**config.mk**
```make
export PLATFORM = sky130hd
export DESIGN_NAME = chain_counter
export DESIGN_NICKNAME = d
export VERILOG_FILES = /design/src/rtl/cnt_pkg.sv /design/src/rtl/cnt_stage.sv /design/src/rtl/mod_decode.sv /design/src/rtl/chain_counter.sv
export SDC_FILE = /design/constraint.sdc
export NUM_CORES = 1
export LEC_CHECK = 0
export CORE_MARGIN = 4
export CORE_UTILIZATION = 34
export CTS_CLUSTER_DIAMETER = 40
export CTS_CLUSTER_SIZE = 16
export DETAILED_ROUTE_END_ITERATION = 7
export PLACE_DENSITY = 0.83
export SLEW_MARGIN = 20
export SYNTH_ARGS = -nofsm -noshare
export SYNTH_HDL_FRONTEND = slang
export SYNTH_SLANG_ARGS = --single-unit
```
**constraint.sdc**
```tcl
create_clock -name clk -period 1.45 [get_ports clk]
set_input_delay 0.2175 -clock clk [delete_from_list [all_inputs] [get_ports clk]]
set_output_delay 0.2175 -clock clk [all_outputs]
set_load 0.1 [all_outputs]
```
**src/rtl/cnt_pkg.sv**
```systemverilog
`timescale 1ns/1ps
package cnt_pkg;

    localparam int NIB_W = 4;

    typedef logic [NIB_W-1:0] nib_t;

    typedef enum logic [1:0] {
        OP_CLEAR,
        OP_LOAD,
        OP_COUNT,
        OP_HOLD
    } op_e;

    typedef struct packed {
        logic clr;
        logic load_n;
        logic cep;
        logic cet;
    } ctl_t;

    // Fixed priority: clear, load, count, hold
    function automatic op_e pick_op(ctl_t c);
        if (c.clr)
            return OP_CLEAR;
        else if (!c.load_n)
            return OP_LOAD;
        else if (c.cep && c.cet)
            return OP_COUNT;
        else
            return OP_HOLD;
    endfunction

    function automatic logic is_full(nib_t v);
        return &v;
    endfunction

endpackage

```
**src/rtl/cnt_stage.sv**
```systemverilog
`timescale 1ns/1ps
module cnt_stage
    import cnt_pkg::*;
(
    input  logic clk,
    input  ctl_t ctl,
    input  nib_t d,
    output nib_t q,
    output logic tc
);

    op_e  op;
    nib_t q_r;

    always_comb op = pick_op(ctl);

    always_ff @(posedge clk) begin
        case (op)
            OP_CLEAR: q_r <= '0;
            OP_LOAD:  q_r <= d;
            OP_COUNT: q_r <= q_r + 1'b1;
            default:  q_r <= q_r;
        endcase
    end

    assign q  = q_r;
    assign tc = ctl.cet & is_full(q_r);


    stage_clear_chk: assert property (@(posedge clk) ctl.clr |=> (q == '0));


    stage_load_chk: assert property (@(posedge clk) disable iff (ctl.clr)
        !ctl.load_n |=> (q == $past(d)));


    stage_count_chk: assert property (@(posedge clk) disable iff (ctl.clr)
        (ctl.load_n && ctl.cep && ctl.cet) |=> (q == nib_t'($past(q) + 1'b1)));


    stage_hold_chk: assert property (@(posedge clk) disable iff (ctl.clr)
        (ctl.load_n && !(ctl.cep && ctl.cet)) |=> $stable(q));

endmodule

```
**src/rtl/mod_decode.sv**
```systemverilog
`timescale 1ns/1ps
module mod_decode #(
    parameter int W       = 8,
    parameter int MODULUS = 0
) (
    input  logic         rst,
    input  logic [W-1:0] q,
    output logic         clr
);

    generate
        if (MODULUS == 0) begin : g_full
            logic unused_q;
            assign unused_q = ^q;
            assign clr      = rst;
        end else begin : g_mod
            localparam logic [W-1:0] TERM = W'(MODULUS - 1);
            assign clr = rst | (q == TERM);
        end
    endgenerate

endmodule

```
**src/rtl/chain_counter.sv**
```systemverilog
`timescale 1ns/1ps
module chain_counter
    import cnt_pkg::*;
#(
    parameter int STAGES  = 2,
    parameter int MODULUS = 0
) (
    input  logic                    clk,
    input  logic                    rst,
    input  logic                    load_n,
    input  logic                    cep,
    input  logic                    cet,
    input  logic [STAGES*NIB_W-1:0] din,
    output logic [STAGES*NIB_W-1:0] q,
    output logic                    tc
);

    localparam int W = STAGES * NIB_W;

    logic [STAGES:0] carry;
    logic            clr;

    assign carry[0] = cet;

    mod_decode #(.W(W), .MODULUS(MODULUS)) u_dec (
        .rst (rst),
        .q   (q),
        .clr (clr)
    );

    generate
        for (genvar i = 0; i < STAGES; i++) begin : g_stage
            ctl_t ctl_i;
            assign ctl_i = '{clr: clr, load_n: load_n, cep: cep, cet: carry[i]};
            cnt_stage u_stage (
                .clk (clk),
                .ctl (ctl_i),
                .d   (din[i*NIB_W +: NIB_W]),
                .q   (q[i*NIB_W +: NIB_W]),
                .tc  (carry[i+1])
            );
        end
    endgenerate

    assign tc = carry[STAGES];


    tc_full_chk: assert property (@(posedge clk) disable iff (rst)
        tc |-> (&q));


    tc_gate_chk: assert property (@(posedge clk) disable iff (rst)
        !cet |-> !tc);


    wide_inc_chk: assert property (@(posedge clk) disable iff (clr)
        (load_n && cep && cet) |=> (q == W'($past(q) + 1'b1)));

    generate
        if (MODULUS != 0) begin : g_mod_chk

            mod_wrap_chk: assert property (@(posedge clk) disable iff (rst)
                (q == W'(MODULUS - 1)) |=> (q == '0));
        end
    endgenerate

endmodule

```
==> results of run 1 <==
-- timing repair --
action / CTS / global route
endpoints found under the setup margin: 1 / 2
pin swaps: 2 / 0
gates resized for setup: 2 / 1
buffers inserted: 4 / 0
-- per-layer routing --
metal	vias up	global-route usage	share of wire
li1	222	-	-
met1	224	0.170	0.39
met2	19	0.251	0.54
met3	2	0.0239	0.061
met4	0	0.0877	0.010
met5	-	0	0
-- Yosys cell counts --
cell      instances
nor2_1            1
nand3_1           3
nor2_2            1
o21ai_0           5
o31ai_2           1
ha_1              2
nand4b_4          1
nand4_1           1
nor2_4            1
nand2_1           7
xor2_1            2
inv_1             1
a22o_2            3
edfxtp_1          8
xnor2_1           2
nor2b_1           1
-- report_power, final --
| part | total [W] | switching, W | internal (W) | leakage, nW |
|---|---|---|---|---|
| Combinational | 0.000326 | 0.000188 | 0.000138 | 0.269 |
| Sequential | 0.000297 | 0.0000213 | 0.000275 | 0.0889 |
| Clock | 0.000171 | 0.0000758 | 0.0000947 | 0.0138 |
-- through the flow --
step                      area (um2)  utilization  setup TNS, ns
after detailed placement         886        0.681         -0.101
after floorplan                  514            -          -4.71
after global placement           886        0.681        -0.0427
after global routing             943        0.725        -0.0955
final                            943        0.725        -0.0273
after CTS                        940        0.722        -0.0327
-- worst max-delay path by stage --
stage | endpoint | slack [ns] | cells after the start
2_1_floorplan | tc | -0.74 | 3
3_3_place_gp | tc | -0.04 | 4
3_5_place_dp | tc | -0.07 | 4
4_1_cts | tc | -0.03 | 4
5_1_grt | tc | -0.1 | 4
6_report | tc | -0.03 | 4
-- logic make-up after synthesis --
group,count (synthesis)
AOI/OAI and AO/OA,9
xor gates and xnor gates,4
adders and majority gates,2
buffers and inverters,1
DFF,8
and+or+nand+nor,16
-- cell type report --
type | count | area share
tap | 15 | 0.0199
timing repair buffer | 32 | 0.408
multi-input combinational | 31 | 0.289
sequential | 8 | 0.255
clock buffer | 3 | 0.0239
inverter | 1 | 0.00398
-- critical path, stage by stage, from the launching register on --
cell,delay [ns]
edfxtp_1,0.36
ha_2,0.20
nand4_1,0.14
nor2_4,0.14
buf_12,0.18
==> results.json, run 1 <==
{
  "dp.cells": 83,
  "clockBufferDepth": 2,
  "ir_worst_vdd_v": 0.000597,
  "hold_viol_final": 0,
  "drc": 0,
  "dieArea_um2": 2040,
  "finalMaxSlewViolations": 0,
  "cellPowerDensity_nw_per_um2": 841,
  "io_pins": 22,
  "synth_compound_area_frac": 0.144,
  "drive_above_1_share": 0.480,
  "areaGrowthSynthToFinish_pct": 101,
  "wirelength_mm": 1.35,
  "yosys.area_share.simple": 0.210,
  "num_rows": 13,
  "p_leak_nw": 0.372,
  "die_y_um": 45.2,
  "cts-root-buf": "clkbuf_4",
  "setup_slack_ns": -0.0273,
  "multi_input_area_um2": 273,
  "netlist_instances": 40,
  "min_path_cells": 3,
  "vias_per_cell": 5.19,
  "synthAdderAreaFrac": 0.0532,
  "synth_top_family_by_area": "simple AND/OR/NAND/NOR gates",
  "grt_setup_unrepaired": "true",
  "holdCritStartpoint": "din[0]",
  "synth.top_cell.area_share": 0.511,
  "path_class": "flip-flop to primary output",
  "rrSetupSlack_ns": 0.07,
  "synth_seq_cells": 8,
  "core_area_um2": 1300,
  "worstPathMaxFanout": 2,
  "cts_tree": "yes",
  "ant_nets": 0,
  "drtIter0Drc": 7,
  "max_cap_viol_count": 0,
  "seq_area_um2": 240,
  "fillers": 99,
  "netlist_area_um2": 470,
  "antenna_cells": 0,
  "yosysUniqueCellTypes": 16,
  "dr.pass1.iters": 4,
  "period_share": 1.02,
  "largest_reg_flops": 8,
  "numCtsBuffers": 3,
  "yosysSeqAreaShare": 0.511,
  "avgSynthCellArea_um2": 11.8,
  "end_kind": "primary output",
  "num_vias": 467,
  "syn_nets": 55,
  "clkTransAtPathRegs_ns": 0.06,
  "skew_ns": 0.00896,
  "worst_pin_slew_ns": 0.317,
  "r2r_cells": 5,
  "die_w_um": 45.2,
  "hold_buffers": 0,
  "portBuffers": 21,
  "fin_cells": 90,
  "overflow": 0,
  "max_freq_mhz": 677,
  "dp_slack_ns": -0.0651,
  "yosys.area.top_type": "edfxtp_1",
  "fin_hold_ws_ns": 0.636,
  "max_slew_margin": 0.788,
  "grt_pass1_wl_mm": 2.10,
  "clock_latency_ns": 0.25,
  "layout_common_cells": "clkdlybuf4s50_1, buf_4, buf_12",
  "yosysWarningCount": 0,
  "grt_pass1_vias": 481,
  "layout_commonest_cell": "clkdlybuf4s50_1",
  "status": "complete, but fails checks",
  "wl_per_cell_um": 15.0,
  "gp_congestion": 0.796,
  "reg2reg_to": "g_stage[1].u_stage.q[1]$_DFFE_PP_",
  "required_ns": 1.23,
  "synth-xor-area-share": 0.0745,
  "start_kind": "flip-flop",
  "arrival_ns": 1.26,
  "grt_max_degree": 9,
  "synthMuxAreaShare": 0,
  "antenna_found_initial": 0,
  "rr_startpoint": "g_stage[0].u_stage.q[1]$_DFFE_PP_",
  "ys_top_cells_by_area": "edfxtp_1, a22o_2, nand2_1",
  "setup_viol": 1,
  "cts_sinks": 8,
  "dp_hpwl_mm": 1.08,
  "grt_usage": 0.147,
  "fin_nets": 92,
  "min_path_type": "primary input to flip-flop",
  "fin_crit_ns": 1.48,
  "hold_path_end": "g_stage[0].u_stage.q[0]$_DFFE_PP_",
  "cts_max_level": 1,
  "startpoint": "g_stage[1].u_stage.q[0]$_DFFE_PP_",
  "design_power_total_w": 0.000793,
  "start_util": 0.362,
  "violations": "negative setup slack"
}
No activity file was read; power rests on OpenSTA's default activity.
==> run 2: changes to the inputs <==
--- a/config.mk
+++ b/config.mk
@@ -7,7 +7,6 @@
 export LEC_CHECK = 0
 export CORE_MARGIN = 4
 export CORE_UTILIZATION = 34
-export CTS_CLUSTER_DIAMETER = 40
 export CTS_CLUSTER_SIZE = 16
 export DETAILED_ROUTE_END_ITERATION = 7
 export PLACE_DENSITY = 0.83
==> results of run 2 <==
Same layout as run 1: the final DEF is identical, and so are final timing and power.
